==> src/rtl/psu_sup_pkg.sv <==
package psu_sup_pkg;

   // sequencer states of the supervisor
   typedef enum logic [2:0] {
      SEQ_OFF    = 3'd0,
      SEQ_BLANK  = 3'd1,
      SEQ_RUN    = 3'd2,
      SEQ_OFFDLY = 3'd3,
      SEQ_FAULT  = 3'd4
   } seq_state_t;

   function automatic int unsigned max_u(input int unsigned a, input int unsigned b);
      return (a > b) ? a : b;
   endfunction

endpackage

==> src/rtl/psu_deglitch.sv <==
// Level filter: the output follows the input only after the input has
// differed from it for LEN consecutive clocks; any return restarts it.
module psu_deglitch #(
   parameter int unsigned LEN  = 4,
   parameter bit          INIT = 1'b0
) (
   input  logic clk,
   input  logic rst,
   input  logic raw,
   output logic filt
);
   localparam int unsigned CW = $clog2(LEN + 1);

   logic [CW-1:0] cnt;

   always_ff @(posedge clk) begin
      if (rst) begin
         filt <= INIT;
         cnt  <= '0;
      end else if (raw == filt) begin
         cnt <= '0;
      end else if (cnt == CW'(LEN - 1)) begin
         filt <= raw;
         cnt  <= '0;
      end else begin
         cnt <= cnt + 1'b1;
      end
   end
endmodule

==> src/rtl/psu_countdown.sv <==
// Loadable down counter that idles at zero.
module psu_countdown #(
   parameter int unsigned W = 8
) (
   input  logic         clk,
   input  logic         rst,
   input  logic         load,
   input  logic [W-1:0] load_val,
   output logic         zero
);
   logic [W-1:0] cnt;

   always_ff @(posedge clk) begin
      if (rst)              cnt <= '0;
      else if (load)        cnt <= load_val;
      else if (cnt != '0)   cnt <= cnt - 1'b1;
   end

   assign zero = (cnt == '0);
endmodule

==> src/rtl/psu_seq_ctrl.sv <==
module psu_seq_ctrl
   import psu_sup_pkg::*;
#(
   parameter int unsigned BLANK_SHORT = 75,
   parameter int unsigned BLANK_LONG  = 300,
   parameter int unsigned OFF_DELAY   = 35,
   parameter int unsigned PG_DELAY    = 300
) (
   input  logic clk,
   input  logic rst,
   input  logic off_req_f,   // filtered request, 1 = off
   input  logic pg_f,
   input  logic ov_any,
   input  logic uv_any,
   input  logic oc_any,
   output logic fault_off,
   output logic pg_out,
   output logic fault_latched
);
   localparam int unsigned TMAX = max_u(max_u(BLANK_SHORT, BLANK_LONG), OFF_DELAY);
   localparam int unsigned TW   = $clog2(TMAX + 1);
   localparam int unsigned PW   = $clog2(PG_DELAY + 1);
   localparam logic [TW-1:0] T_SHORT = TW'(BLANK_SHORT - 1);
   localparam logic [TW-1:0] T_LONG  = TW'(BLANK_LONG - 1);
   localparam logic [TW-1:0] T_OFF   = TW'(OFF_DELAY - 1);

   seq_state_t    state, state_d;
   logic          tmr_load;
   logic [TW-1:0] tmr_val;
   logic          tmr_zero;

   psu_countdown #(.W(TW)) u_tmr (
      .clk      (clk),
      .rst      (rst),
      .load     (tmr_load),
      .load_val (tmr_val),
      .zero     (tmr_zero)
   );

   always_comb begin
      state_d  = state;
      tmr_load = 1'b0;
      tmr_val  = '0;
      case (state)
         SEQ_OFF: begin
            if (!off_req_f) begin
               state_d  = SEQ_BLANK;
               tmr_load = 1'b1;
               tmr_val  = pg_f ? T_SHORT : T_LONG;
            end
         end
         SEQ_BLANK: begin
            if (ov_any || (tmr_zero && (uv_any || oc_any))) begin
               state_d = SEQ_FAULT;
            end else if (off_req_f) begin
               state_d  = SEQ_OFFDLY;
               tmr_load = 1'b1;
               tmr_val  = T_OFF;
            end else if (tmr_zero) begin
               state_d = SEQ_RUN;
            end
         end
         SEQ_RUN: begin
            if (ov_any || uv_any || oc_any) begin
               state_d = SEQ_FAULT;
            end else if (off_req_f) begin
               state_d  = SEQ_OFFDLY;
               tmr_load = 1'b1;
               tmr_val  = T_OFF;
            end
         end
         SEQ_OFFDLY: begin
            if (ov_any)        state_d = SEQ_FAULT;
            else if (tmr_zero) state_d = SEQ_OFF;
         end
         SEQ_FAULT: begin
            if (off_req_f) state_d = SEQ_OFF;
         end
         default: state_d = SEQ_OFF;
      endcase
   end

   always_ff @(posedge clk) begin
      if (rst) state <= SEQ_OFF;
      else     state <= state_d;
   end

   // power-good delay: runs while enabled and filtered power-good valid
   logic          run_ok;
   logic [PW-1:0] pg_cnt;
   logic          pg_sat;

   assign run_ok = ((state == SEQ_BLANK) || (state == SEQ_RUN)) && pg_f;

   always_ff @(posedge clk) begin
      if (rst || !run_ok) begin
         pg_cnt <= '0;
         pg_sat <= 1'b0;
      end else if (!pg_sat) begin
         if (pg_cnt == PW'(PG_DELAY - 1)) pg_sat <= 1'b1;
         else                             pg_cnt <= pg_cnt + 1'b1;
      end
   end

   assign pg_out        = pg_sat && run_ok;
   assign fault_off     = (state == SEQ_OFF) || (state == SEQ_FAULT);
   assign fault_latched = (state == SEQ_FAULT);
endmodule

==> src/rtl/psu_supervisor.sv <==
module psu_supervisor #(
   parameter int unsigned NUM_RAILS       = 5,
   parameter int unsigned ONOFF_DB_CYC    = 38000,
   parameter int unsigned VOLT_GLITCH_CYC = 73,
   parameter int unsigned CURR_GLITCH_CYC = 1200,
   parameter int unsigned PG_DELAY_CYC    = 300000,
   parameter int unsigned BLANK_SHORT_CYC = 75000,
   parameter int unsigned BLANK_LONG_CYC  = 300000,
   parameter int unsigned OFF_DELAY_CYC   = 3500
) (
   input  logic                 clk,
   input  logic                 rst,
   input  logic                 on_req_n,
   input  logic                 pg_in,
   input  logic [NUM_RAILS-1:0] ov_in,
   input  logic [NUM_RAILS-1:0] uv_in,
   input  logic [NUM_RAILS-1:0] oc_in,
   output logic                 fault_off,
   output logic                 pg_out
);
   // elaboration-time parameter checks
   if (NUM_RAILS < 1) begin : g_err_rails
      $error("psu_supervisor: NUM_RAILS must be at least 1");
   end
   if (ONOFF_DB_CYC < 1 || VOLT_GLITCH_CYC < 1 || CURR_GLITCH_CYC < 1) begin : g_err_filt
      $error("psu_supervisor: filter lengths must be at least 1");
   end
   if (PG_DELAY_CYC < 1 || OFF_DELAY_CYC < 1) begin : g_err_dly
      $error("psu_supervisor: delays must be at least 1");
   end
   if (BLANK_SHORT_CYC < 1 || BLANK_SHORT_CYC > BLANK_LONG_CYC) begin : g_err_blank
      $error("psu_supervisor: need 1 <= BLANK_SHORT_CYC <= BLANK_LONG_CYC");
   end

   logic                 on_n_f;
   logic                 pg_f;
   logic [NUM_RAILS-1:0] ov_f, uv_f, oc_f;
   logic                 ov_any, uv_any, oc_any;
   logic                 fault_latched;

   psu_deglitch #(.LEN(ONOFF_DB_CYC), .INIT(1'b1)) u_req_db (
      .clk(clk), .rst(rst), .raw(on_req_n), .filt(on_n_f)
   );

   psu_deglitch #(.LEN(VOLT_GLITCH_CYC), .INIT(1'b0)) u_pg_dg (
      .clk(clk), .rst(rst), .raw(pg_in), .filt(pg_f)
   );

   for (genvar i = 0; i < NUM_RAILS; i++) begin : g_rail
      psu_deglitch #(.LEN(VOLT_GLITCH_CYC), .INIT(1'b0)) u_ov_dg (
         .clk(clk), .rst(rst), .raw(ov_in[i]), .filt(ov_f[i])
      );
      psu_deglitch #(.LEN(VOLT_GLITCH_CYC), .INIT(1'b0)) u_uv_dg (
         .clk(clk), .rst(rst), .raw(uv_in[i]), .filt(uv_f[i])
      );
      psu_deglitch #(.LEN(CURR_GLITCH_CYC), .INIT(1'b0)) u_oc_dg (
         .clk(clk), .rst(rst), .raw(oc_in[i]), .filt(oc_f[i])
      );
   end

   assign ov_any = |ov_f;
   assign uv_any = |uv_f;
   assign oc_any = |oc_f;

   psu_seq_ctrl #(
      .BLANK_SHORT (BLANK_SHORT_CYC),
      .BLANK_LONG  (BLANK_LONG_CYC),
      .OFF_DELAY   (OFF_DELAY_CYC),
      .PG_DELAY    (PG_DELAY_CYC)
   ) u_seq (
      .clk           (clk),
      .rst           (rst),
      .off_req_f     (on_n_f),
      .pg_f          (pg_f),
      .ov_any        (ov_any),
      .uv_any        (uv_any),
      .oc_any        (oc_any),
      .fault_off     (fault_off),
      .pg_out        (pg_out),
      .fault_latched (fault_latched)
   );
endmodule

==> config.mk <==
export PLATFORM = sky130hd
export DESIGN_NAME = psu_supervisor
export DESIGN_NICKNAME = d
export VERILOG_FILES = /design/src/rtl/psu_sup_pkg.sv /design/src/rtl/psu_deglitch.sv /design/src/rtl/psu_countdown.sv /design/src/rtl/psu_seq_ctrl.sv /design/src/rtl/psu_supervisor.sv
export SDC_FILE = /design/constraint.sdc
export NUM_CORES = 1
export LEC_CHECK = 0
export ABC_AREA = 1
export CORE_MARGIN = 2
export CORE_UTILIZATION = 60
export CTS_BUF_LIST = sky130_fd_sc_hd__clkbuf_4 sky130_fd_sc_hd__clkbuf_8
export CTS_CLUSTER_DIAMETER = 40
export DETAILED_ROUTE_END_ITERATION = 8
export GPL_TIMING_DRIVEN = 0
export PLACE_DENSITY = 0.77
export RECOVER_POWER = 25
export REMOVE_ABC_BUFFERS = 1
export SYNTH_ARGS = -nofsm -noshare
export SYNTH_HDL_FRONTEND = slang
export SYNTH_SLANG_ARGS = --single-unit
==> constraint.sdc <==
create_clock -name clk -period 4.7 [get_ports clk]
set_input_delay 0.94 -clock clk [delete_from_list [all_inputs] [get_ports clk]]
set_output_delay 0.94 -clock clk [all_outputs]
set_load 0.03 [all_outputs]
Word level (Yosys, flattened, before mapping)
Cells that the tools add are included.
{"block": "op_classes", "addsub": 19, "n_eq_ne": 44, "n_mux": 25, "bitwise_logic": 19, "n_reduce_logical": 54}
{"operator": "19-bit 2-to-1 mux", "n": 6}
{"operator": "7-bit by 1-bit adder with 7-bit output (second input constant)", "n": 11}
{"operator": "7-bit equality test (second input constant)", "n": 11}
{"operator": "19-bit case mux with 3 select lines", "n": 1}
{"operator": "11-bit by 1-bit adder with 11-bit output (second input constant)", "n": 5}
{"operator": "11-bit equality test (second input constant)", "n": 5}
{"operator": "3-bit OR reduction", "n": 17}
{"operator": "2-bit AND reduction", "n": 18}
{"operator": "3-bit 2-to-1 mux", "n": 9}
{"operator": "19-bit by 1-bit adder with 19-bit output (second input constant)", "n": 1}
{"operator": "19-bit equality test (second input constant)", "n": 1}
{"operator": "19-bit zero test", "n": 1}
{"operator": "1-bit NOT", "n": 19}
{"operator": "19-bit nonzero test", "n": 1}
{"operator": "19-bit by 1-bit subtractor with 19-bit output (second input constant)", "n": 1}
{"operator": "1-bit equality test", "n": 17}
{"operator": "16-bit by 1-bit adder with 16-bit output (second input constant)", "n": 1}
{"operator": "16-bit equality test (second input constant)", "n": 1}
{"operator": "3-bit case mux with 5 select lines", "n": 1}
{"operator": "5-bit OR reduction", "n": 3}
{"operator": "12-bit 2-to-1 mux", "n": 1}
{"operator": "1-bit logical OR", "n": 7}
{"operator": "3-bit by 2-bit equality test with 1-bit output (second input constant)", "n": 2}
{"operator": "1-bit 2-to-1 mux", "n": 6}
{"operator": "other kinds (13)", "n": 15}
{"block": "word_totals", "regBits": 207, "input_bits": 19, "output_inout_bits": 2, "word_cells": 199}

Depth between registers and ports, before layout
Gate-level depths: netlist of the first run.
{"block": "logic_depth", "depth_word": 7, "depth_mapped": 14, "depth_no_buf": 14}

Cells and area by module
From an unflattened synthesis of the first run, not the netlist that was laid out.
{"block": "hier_totals", "cells_unflattened": 1713, "hier_area_um2": 11345.9}
{"module": "psu_deglitch at g_rail[0].u_ov_dg ...", "instances": 11, "cells_each": 60, "area_each_um2": 401.6, "seq_area_each_um2": 160.2}
{"module": "psu_deglitch at g_rail[0].u_oc_dg ...", "instances": 5, "cells_each": 84, "area_each_um2": 599.3, "seq_area_each_um2": 240.2}
{"module": "psu_seq_ctrl", "instances": 1, "cells_each": 261, "area_each_um2": 1655.3, "seq_area_each_um2": 460.4}
{"module": "psu_countdown", "instances": 1, "cells_each": 211, "area_each_um2": 1278.7, "seq_area_each_um2": 380.4}
{"module": "psu_deglitch at u_req_db", "instances": 1, "cells_each": 149, "area_each_um2": 948.4, "seq_area_each_um2": 340.3}
{"module": "psu_supervisor", "instances": 1, "cells_each": 12, "area_each_um2": 48.8, "seq_area_each_um2": 0.0}

Worst setup path before layout of the first run
OpenSTA, ideal clock, no wires.
{"block": "synth_timing", "kind": "register -> output", "startpoint": "register u_seq.state[0]", "endpoint": "output pg_out", "t_arrival_ns": 1.265, "required_ns": 3.760, "slack_ns": 2.495, "path_stages_with_launch": 5, "n_path_buf": 0, "path_cell_list": "dfxtp_1 > inv_1 > nor3_2 > o21ai_0 > nor2_1"}
{"block": "synth_via", "elab_chain_len": 4, "elab_cells_between_ends": 5, "cone_classes": "eq/ne: 2; reduce/logical: 3"}
{"element": "start, declared", "line": "psu_seq_ctrl.sv:27", "source": "seq_state_t state, state_d;"}
{"element": "start signal, assigned", "line": "psu_seq_ctrl.sv:85", "source": "else state <= state_d;"}
{"element": "3-bit by 1-bit equality test with 1-bit output / 3-bit by 2-bit equality test with 1-bit output (equally long branches)", "line": "psu_seq_ctrl.sv:93", "source": "assign run_ok = ((state == SEQ_BLANK) || (state == SEQ_RUN)) && pg_f;"}
{"element": "1-bit logical OR *", "line": "psu_seq_ctrl.sv:93"}
{"element": "1-bit logical AND *", "line": "psu_seq_ctrl.sv:93"}
{"element": "1-bit logical AND *", "line": "psu_seq_ctrl.sv:105", "source": "assign pg_out = pg_sat && run_ok;"}
{"element": "end, declared", "line": "psu_supervisor.sv:19", "source": "output logic pg_out"}
Every way passes the cells marked *; elsewhere a longest branch is shown, timed or not.

Final worst setup path of the first run
{"block": "layout_timing", "startpoint": "input rst", "endpoint": "register g_rail[0].u_oc_dg.cnt[8]"}
{"block": "layout_via", "elab_chain_len": 1}
{"element": "start, declared", "line": "psu_supervisor.sv:12", "source": "input logic rst,"}
{"element": "3-bit OR reduction (no line)"}
{"element": "end signal, assigned", "line": "psu_deglitch.sv:26", "source": "cnt <= cnt + 1'b1;"}
{"element": "end, declared", "line": "psu_deglitch.sv:14", "source": "logic [CW-1:0] cnt;"}
No other way between the ends.
A chain may end at the register's enable or synchronous reset.

==> flow_summary.toml, run 1 <==
[setup_path]
crit_chain = "dlygate4sd3_1 -> inv_1 -> clkbuf_1 -> nand3_1 -> o21bai_1 -> a21oi_1"
required_ns = 5.15
slowest_stage = "dlygate4sd3_1"
crit_type = "in2reg"
cp_max_fo = 21
cpPeakStageDelay_ns = 0.80
worst-path-buf-inv = 3
crit_path_end_kind = "flop"
crit_family = "buffers and inverters"
crit_arrival_ns = 4.13
crit_path_start_kind = "primary input"

[floorplanning]
die_w_um = 131
core_um2 = 15900
rows = 46
num_io_pins = 21
dieArea_um2 = 17300
start_util_pct = 61.4
fp.dieH_um = 131

[yosys]
syn-cell-area_um2 = 9750
synth_edf_count = 0
ys_ff_latch = 207
syn_inst = 1316
seq_area_frac_synth_pct = 42.5
postSynthAreaPerCell_um2 = 7.41
ys.flop_type = "dfxtp_1"
synth.distinct_cells = 41
synthArstFlopShare_pct = 0
ys_warn_count = 0

[place]
portBuffers = 20
dpl.hpwl_mm = 12.3
place_congestion = 0.871
placedCellCount = 1537

[final_layout]
layout-drive-gt1-share_pct = 6.36
mostFrequentLayoutCells = "213 x nor2_1, 207 x dfxtp_1, 205 x inv_1"
stdcell_count = 1599
final_util_pct = 68.0
nets = 1409
fillers = 1409
layout_commonest_cell = "nor2_1"
diodes = 0
area_growth_pct = 10.8

[global_route]
first_global_vias = 7493
grt_max_degree = 39
antenna_found_initial = 0
gr-usage-all-layers_pct = 20.7
gr-total-overflow = 0
grt_pass1_wl_mm = 31.1

[routing]
totalWireLength_mm = 17.6
vias = 8115
drtIter0Drc = 471
via_per_inst = 5.08
post-route-drc-count = 0
first_pass_iters = 5
postRouteAntennaNets = 0
wl_per_cell_um = 11.0

[power]
vdd_drop_max_mv = 0.242
p_leak_uw = 0.00412
p_per_area_nw_per_um2 = 402

[clock_network]
cts_tree = "done"
cts.sinks = 207
post_cts_buffers = 0
path_clk_slew_ns = 0.05
cts_made_buffers = 36
ctsResizeCount = 0
htree_levels = 2
clk_latency_ns = 0.53
cts_buffer_depth = 3
cts_root_buf = "clkbuf_8"
ctsHoldBuffers = 0

[worst_hold_path]
hold_class = "reg2reg"

[timing]
setup_violations = 0
fmax_mhz = 272
final.min_clock_period_ns = 3.68
tns_ns = 0
skew_ns = 0.0193
rsz0062_at_grt = "no"
period_share_pct = 78.2
slew_violations = 0
slew_headroom_pct = 33.6
tightest_slew_ns = 0.997
hold_violations = 0

[run_status]
status = "complete, no violations"

[flow_run]
cap_violations = 0
Yosys cell counts, drive strengths merged (3+ instances only):
master	count	area [µm²]
dfxtp	207	4140
and3	9	56.3
nand4	32	200
clkbuf	7	36.3
nand2	201	800
nor4	18	113
a31oi	5	31.3
nor3	58	322
xor2	42	368
or2	6	37.5
inv	207	777
nand3	65	368
nor3b	30	225
buf	8	42.5
xnor2	24	210
o21bai	3	22.5
ha	30	375
nor2	221	875
o21ai	44	220
a21oi	88	444
cells by family (layout without fill, tap and decap cells):
logic type	Yosys count	in the layout	share of synthesized area, %
adders and majority gates	30	30	3.85
and+or+nand+nor	644	644	31.0
DFF	207	207	42.5
AOI/OAI and AO/OA	147	147	7.93
xor gates and xnor gates	66	66	5.93
buffers and inverters	222	289	8.78
sequential cells by signal (all words and copies together), names as in the netlist:
register	count
g_rail.u_uv_dg.cnt	35
g_rail.u_oc_dg.cnt	55
g_rail.u_oc_dg.filt	5
u_seq.pg_sat	1
u_seq.u_tmr.cnt	19
u_pg_dg.cnt	7
u_seq.pg_cnt	19
g_rail.u_uv_dg.filt	5
g_rail.u_ov_dg.cnt	35
u_req_db.cnt	16
g_rail.u_ov_dg.filt	5
u_req_db.filt	1
u_seq.state	3
u_pg_dg.filt	1
power breakdown:
part / internal [µW] / switching, µW / total (µW) / leakage, µW
Combinational: 291 / 445 / 735 / 0.00205
Clock: 992 / 708 / 1700 / 0.000388
Sequential: 1840 / 70.7 / 1910 / 0.00168
layout make-up:
class / instances / area [µm²] / share of cell area (%)
Clock buffer: 53 / 648 / 6.00
Multi-Input combinational cell: 887 / 4660 / 43.2
Clock inverter: 8 / 97.6 / 0.903
Timing Repair Buffer: 21 / 204 / 1.89
Tap cell: 216 / 270 / 2.50
Sequential cell: 207 / 4140 / 38.4
Inverter: 207 / 777 / 7.19
worst paths after layout:
path | slack [ns] | to | startpoint | depth (start not counted)
worst min register to register | 0.44 | g_rail[4].u_oc_dg.cnt[0] | g_rail[4].u_oc_dg.cnt[0] | 1
worst max register to register | 1.75 | u_seq.u_tmr.cnt[10] | u_seq.u_tmr.cnt[0] | 13
worst max-delay path | 1.02 | g_rail[0].u_oc_dg.cnt[8] | rst | 6
worst min-delay path | 0.44 | g_rail[4].u_oc_dg.cnt[0] | g_rail[4].u_oc_dg.cnt[0] | 1
through the flow:
| stage | setup slack, ns | area (µm²) | total power (µW) | hold slack [ns] |
|---|---|---|---|---|
| floorplan | 2.35 | 9670 | 2560 | 0.413 |
| detailed placement | 0.665 | 10100 | 2720 | 0.433 |
| global placement | 0.712 | 10100 | 2700 | 0.427 |
| global route | 0.748 | 10800 | 4580 | 0.477 |
| CTS | 1.20 | 10900 | 4440 | 0.441 |
| finish | 1.02 | 10800 | 4340 | 0.441 |
worst reg2reg max path, stage by stage (launching register included):
cell	delay, ns
dfxtp_1	0.34
inv_1	0.13
ha_1	0.22
nand2_1	0.15
nor2_1	0.30
nand3_1	0.34
nand2_1	0.20
nand2_1	0.10
nand2_1	0.09
nand2_2	0.06
nand2_1	0.20
nand3_1	0.30
nand2_1	0.32
nor2_1	0.09
layer usage:
metal	global-route usage (%)	wire, µm
met5	0	0
met4	7.67	393
met3	4.28	663
met2	35.4	8060
met1	25.7	8460
(Power assumes the default switching activity.)
==> run 2: changes to the inputs <==
==> constraint.sdc (replaced) <==
create_clock -name clk -period 3.84 [get_ports clk]
set_input_delay 0.768 -clock clk [delete_from_list [all_inputs] [get_ports clk]]
set_output_delay 0.768 -clock clk [all_outputs]
set_load 0.03 [all_outputs]
==> run 2 against run 1 <==
  * Critical endpoint is now pg_out
  * Critical path type is now reg2out
  * Largest cell class unchanged
  * Clock skew fell by 0.0016 ns
  * Via count about the same
  * Highest routed layer unchanged
  * Sequential power increased by 22%
==> flow_summary.toml, run 2 (same netlist as run 1, synthesis figures left out) <==
[run_status]
status = "complete, no violations"

[power]
clock_power_share_pct = 39.1
vdd_drop_max_mv = 0.296
p_per_area_nw_per_um2 = 491
switching_power_uw = 1490
seqPwrFrac_pct = 43.9
p_leak_uw = 0.00413
p_int_uw = 3820
pwr-share-comb_pct = 16.9
switching_share_pct = 28.1

[global_route]
antenna_found_initial = 0
first_global_vias = 7493
grt_pass1_wl_mm = 31.1
grt_max_degree = 39
gr-total-overflow = 0
gr-usage-all-layers_pct = 20.7

[setup_path]
reg2reg_slack_ns = 0.93
crit_type = "reg2out"
crit_chain = "inv_1 -> nor3_2 -> o21ai_0 -> nor2_1 -> clkdlybuf4s50_1"
cp_max_fo = 4
crit_path_end_kind = "output pin"
slowest_stage = "clkdlybuf4s50_1"
crit_arrival_ns = 2.25
cpPeakStageDelay_ns = 0.68
required_ns = 3.07
crit_path_start_kind = "flop"

[final_layout]
top_regs = "g_rail.u_oc_dg.cnt: 55 flops, g_rail.u_ov_dg.cnt: 35 flops, g_rail.u_uv_dg.cnt: 35 flops"
largest_register_ffs = 55
area_growth_pct = 11.0
diodes = 0
layout-drive-gt1-share_pct = 6.44
nets = 1409
stdcell_count = 1599
largest-register = "g_rail.u_oc_dg.cnt"
layout_commonest_cell = "nor2_1"
mostFrequentLayoutCells = "213 x nor2_1, 207 x dfxtp_1, 205 x inv_1"

[place]
placedCellCount = 1537
place_congestion = 0.871
pre_cts_ws_ns = -0.0226
portBuffers = 20
dpl.hpwl_mm = 12.3

[timing]
tns_ns = 0
setup_violations = 0
slew_violations = 0
period_share_pct = 78.5
skew_ns = 0.0176
slew_headroom_pct = 52.3
tightest_slew_ns = 0.714
fin_ws_ns = 0.827
hold_violations = 0
fmax_mhz = 332
rsz0062_at_grt = "no"
final.min_clock_period_ns = 3.01
hold_ws_ns = 0.441

[routing]
vias = 8107
post-route-drc-count = 0
via_per_inst = 5.07
drtIter0Drc = 434
totalWireLength_mm = 17.5
postRouteAntennaNets = 0
first_pass_iters = 7
wl_per_cell_um = 10.9

[flow_run]
cap_violations = 0

[floorplanning]
start_util_pct = 61.4
dieArea_um2 = 17300
die_w_um = 131
num_io_pins = 21
rows = 46
core_um2 = 15900
fp.dieH_um = 131

[clock_network]
cts_buffer_depth = 3
cts.sinks = 207
ctsResizeCount = 0
cts_tree = "done"
path_clk_slew_ns = 0.06
post_cts_buffers = 0
ctsHoldBuffers = 0
cts_root_buf = "clkbuf_8"
htree_levels = 2
cts_made_buffers = 36
clk_latency_ns = 0.53

[worst_hold_path]
hold_class = "reg2reg"
run 2: path summary, 6_finish.rpt:
kind	startpoint	endpoint	depth (start not counted)
worst min register to register	g_rail[4].u_oc_dg.cnt[0]	g_rail[4].u_oc_dg.cnt[0]	1
worst min-delay path	g_rail[4].u_oc_dg.cnt[0]	g_rail[4].u_oc_dg.cnt[0]	1
worst max register to register	u_seq.u_tmr.cnt[0]	u_seq.u_tmr.cnt[10]	13
worst max-delay path	u_seq.state[1]	pg_out	5
run 2: layer usage:
layer  vias up  GRT usage [%]  part of all wire, %
met5         -              0                    0
met4         0           7.67                  2.4
met3        40           4.28                  4.0
met2       128           35.4                   46
met1      3614           25.7                   48
li1       4325              -                    -
run 2: power groups by stage:
stage,sequential (µW),combinational [µW],clock [µW]
floorplan,2360,779,0
finish,2330,899,2080
detailed placement,2380,955,0
global route,2340,1040,2230
global placement,2380,933,0
CTS,2330,961,2140
run 2: through the flow:
stage               utilization, %  total power [µW]  area, µm²
finish                        68.2              5310      10800
global route                  68.2              5620      10800
CTS                           68.5              5430      10900
detailed placement            63.8              3330      10100
global placement              63.8              3310      10100
floorplan                        -              3140       9670
run 2: final cells by class:
class                      instances  area (µm²)
inverter                         207         777
clock inverter                     8        97.6
sequential                       207        4140
tap                              216         270
timing repair buffer              21         228
multi-input combinational        887        4660
fill                            1407        5060
clock buffer                      53         648
run 2: critical path: cells and delay by family (launching register included):
kind	cells	cell delay, ns
flops	1	0.38
buf+inv	2	0.76
compound gates	1	0.23
simple gates	2	0.37
==> run 3: changes to the inputs <==
==> constraint.sdc (replaced) <==
create_clock -name clk -period 2.8 [get_ports clk]
set_input_delay 0.56 -clock clk [delete_from_list [all_inputs] [get_ports clk]]
set_output_delay 0.56 -clock clk [all_outputs]
set_load 0.03 [all_outputs]
==> run 3 against run 2 <==
  * Die area is the same
  * Setup slack got worse by 0.64 ns
  * Highest routed layer unchanged
  * Non-clock buffer count rose by 2
  * Worst hold slack is essentially flat
  * Cell area up 0.58%
  * Routed wire length rose by 2.2%
  * First-iteration DRC count grew 9.2%
==> flow_summary.toml, run 3 (same netlist as run 1, synthesis figures left out) <==
[final_layout]
area_growth_pct = 11.7
mostFrequentLayoutCells = "212 x nor2_1, 207 x dfxtp_1, 203 x inv_1"
top_regs = "g_rail.u_oc_dg.cnt: 55 flops, g_rail.u_ov_dg.cnt: 35 flops, g_rail.u_uv_dg.cnt: 35 flops"
fin_area_um2 = 10900
fillers = 1393
nets = 1412
multiInputGateArea_um2 = 4730
stdcell_count = 1602
layout_commonest_cell = "nor2_1"
largest-register = "g_rail.u_oc_dg.cnt"
final_util_pct = 68.5
layout-drive-gt1-share_pct = 7.36
diodes = 0
seq_area_um2 = 4140
largest_register_ffs = 55

[clock_network]
ctsHoldBuffers = 0
path_clk_slew_ns = 0.06
cts_tree = "done"
htree_levels = 2
cts_buffer_depth = 3
cts.sinks = 207
cts_root_buf = "clkbuf_8"
clk_latency_ns = 0.53
cts_made_buffers = 36

[setup_path]
required_ns = 2.24
crit_path_start_kind = "flop"
r2r_start = "u_seq.u_tmr.cnt[0]"
crit_arrival_ns = 2.05
crit_type = "reg2out"
reg2reg_slack_ns = 0.38
startpoint = "u_seq.state[0]"
worstRegToRegCells = 13
crit_path_end_kind = "output pin"
cp_max_fo = 4
r2r-end = "u_seq.u_tmr.cnt[1]"

[worst_hold_path]
hold_path_depth = 1
min_delay_worst_endpoint = "g_rail[4].u_oc_dg.cnt[0]"
hold_class = "reg2reg"
min_from = "g_rail[4].u_oc_dg.cnt[0]"

[timing]
skew_ns = 0.0202
fin_ws_ns = 0.188
rsz0062_at_grt = "no"
tightest_slew_ns = 0.909
tns_ns = 0
fmax_mhz = 383
hold_violations = 0
slew_headroom_pct = 39.1
period_share_pct = 93.3
setup_violations = 0
final.min_clock_period_ns = 2.61
slew_violations = 0

[routing]
wl_per_cell_um = 11.2
vias = 8136
totalWireLength_mm = 17.9
drtIter0Drc = 474
via_per_inst = 5.08
postRouteAntennaNets = 0
first_pass_iters = 5
post-route-drc-count = 0

[place]
dpl.hpwl_mm = 12.3
placedCellCount = 1537
pre_cts_ws_ns = -0.855
place_congestion = 0.871
dpl_cell_area_um2 = 10100
portBuffers = 20

[floorplanning]
rows = 46
core_um2 = 15900
num_io_pins = 21
fp.dieH_um = 131
start_util_pct = 61.4
dieArea_um2 = 17300
die_w_um = 131

[power]
p_per_area_nw_per_um2 = 674
vdd_drop_max_mv = 0.408
p_leak_uw = 0.00415

[flow_run]
cap_violations = 0

[global_route]
gr-total-overflow = 0
gr-usage-all-layers_pct = 21.1
first_global_vias = 7521
antenna_found_initial = 0
grt_max_degree = 23
grt_pass1_wl_mm = 31.5

[run_status]
status = "complete, no violations"
## run 3: cell count changes in the layout (fill, tap and decap cells not counted), sizes merged
cell | previous run | this run
dlygate4sd3 | 1 | 0
clkbuf | 53 | 55
dlygate4sd2 | 0 | 1
clkinvlp | 3 | 5
inv | 207 | 206
## run 3: layer usage
layer | GRT usage, % | wire, µm
met1 | 26.1 | 8560
met2 | 36.2 | 8250
met3 | 4.28 | 735
met4 | 7.67 | 347
met5 | 0 | 0
## run 3: where the power goes
part / internal, µW / total [µW] / switching [µW]
Combinational: 512 / 1280 / 769
Sequential: 3080 / 3200 / 119
Clock: 1670 / 2850 / 1190
## run 3: area by class of cell
cell class	instances	share of cell area (%)
repair buffers	23	1.96
multi-input cells	887	43.4
clock buffers	53	5.95
repair inverters	1	0.0460
flip-flops and latches	207	38.1
clock inverters	8	0.896
well taps	216	2.48
inverters	207	7.17
## run 3: timing repair
item / CTS / global route
setup buffers: 3 / 0
gates resized for setup: 2 / 0
endpoints found under the setup margin: 78 / 0
## run 3: critical path, stage by stage, from the launching register on
cell	delay [ns]
dfxtp_1	0.39
inv_1	0.09
nor3_2	0.29
o21ai_0	0.22
nor2_1	0.13
dlygate4sd2_1	0.40
## run 3: worst max path at each step
stage	end
after floorplan	u_req_db.cnt[8]
after global placement	u_req_db.cnt[10]
after detailed placement	u_req_db.cnt[14]
after CTS	pg_out
after global routing	pg_out
final	pg_out
## run 3: metrics by stage
stage | hold slack [ns] | power (µW)
finish | 0.441 | 7340
global route | 0.477 | 7750
CTS | 0.441 | 7460
detailed placement | 0.433 | 4570
global placement | 0.427 | 4540
floorplan | 0.413 | 4300
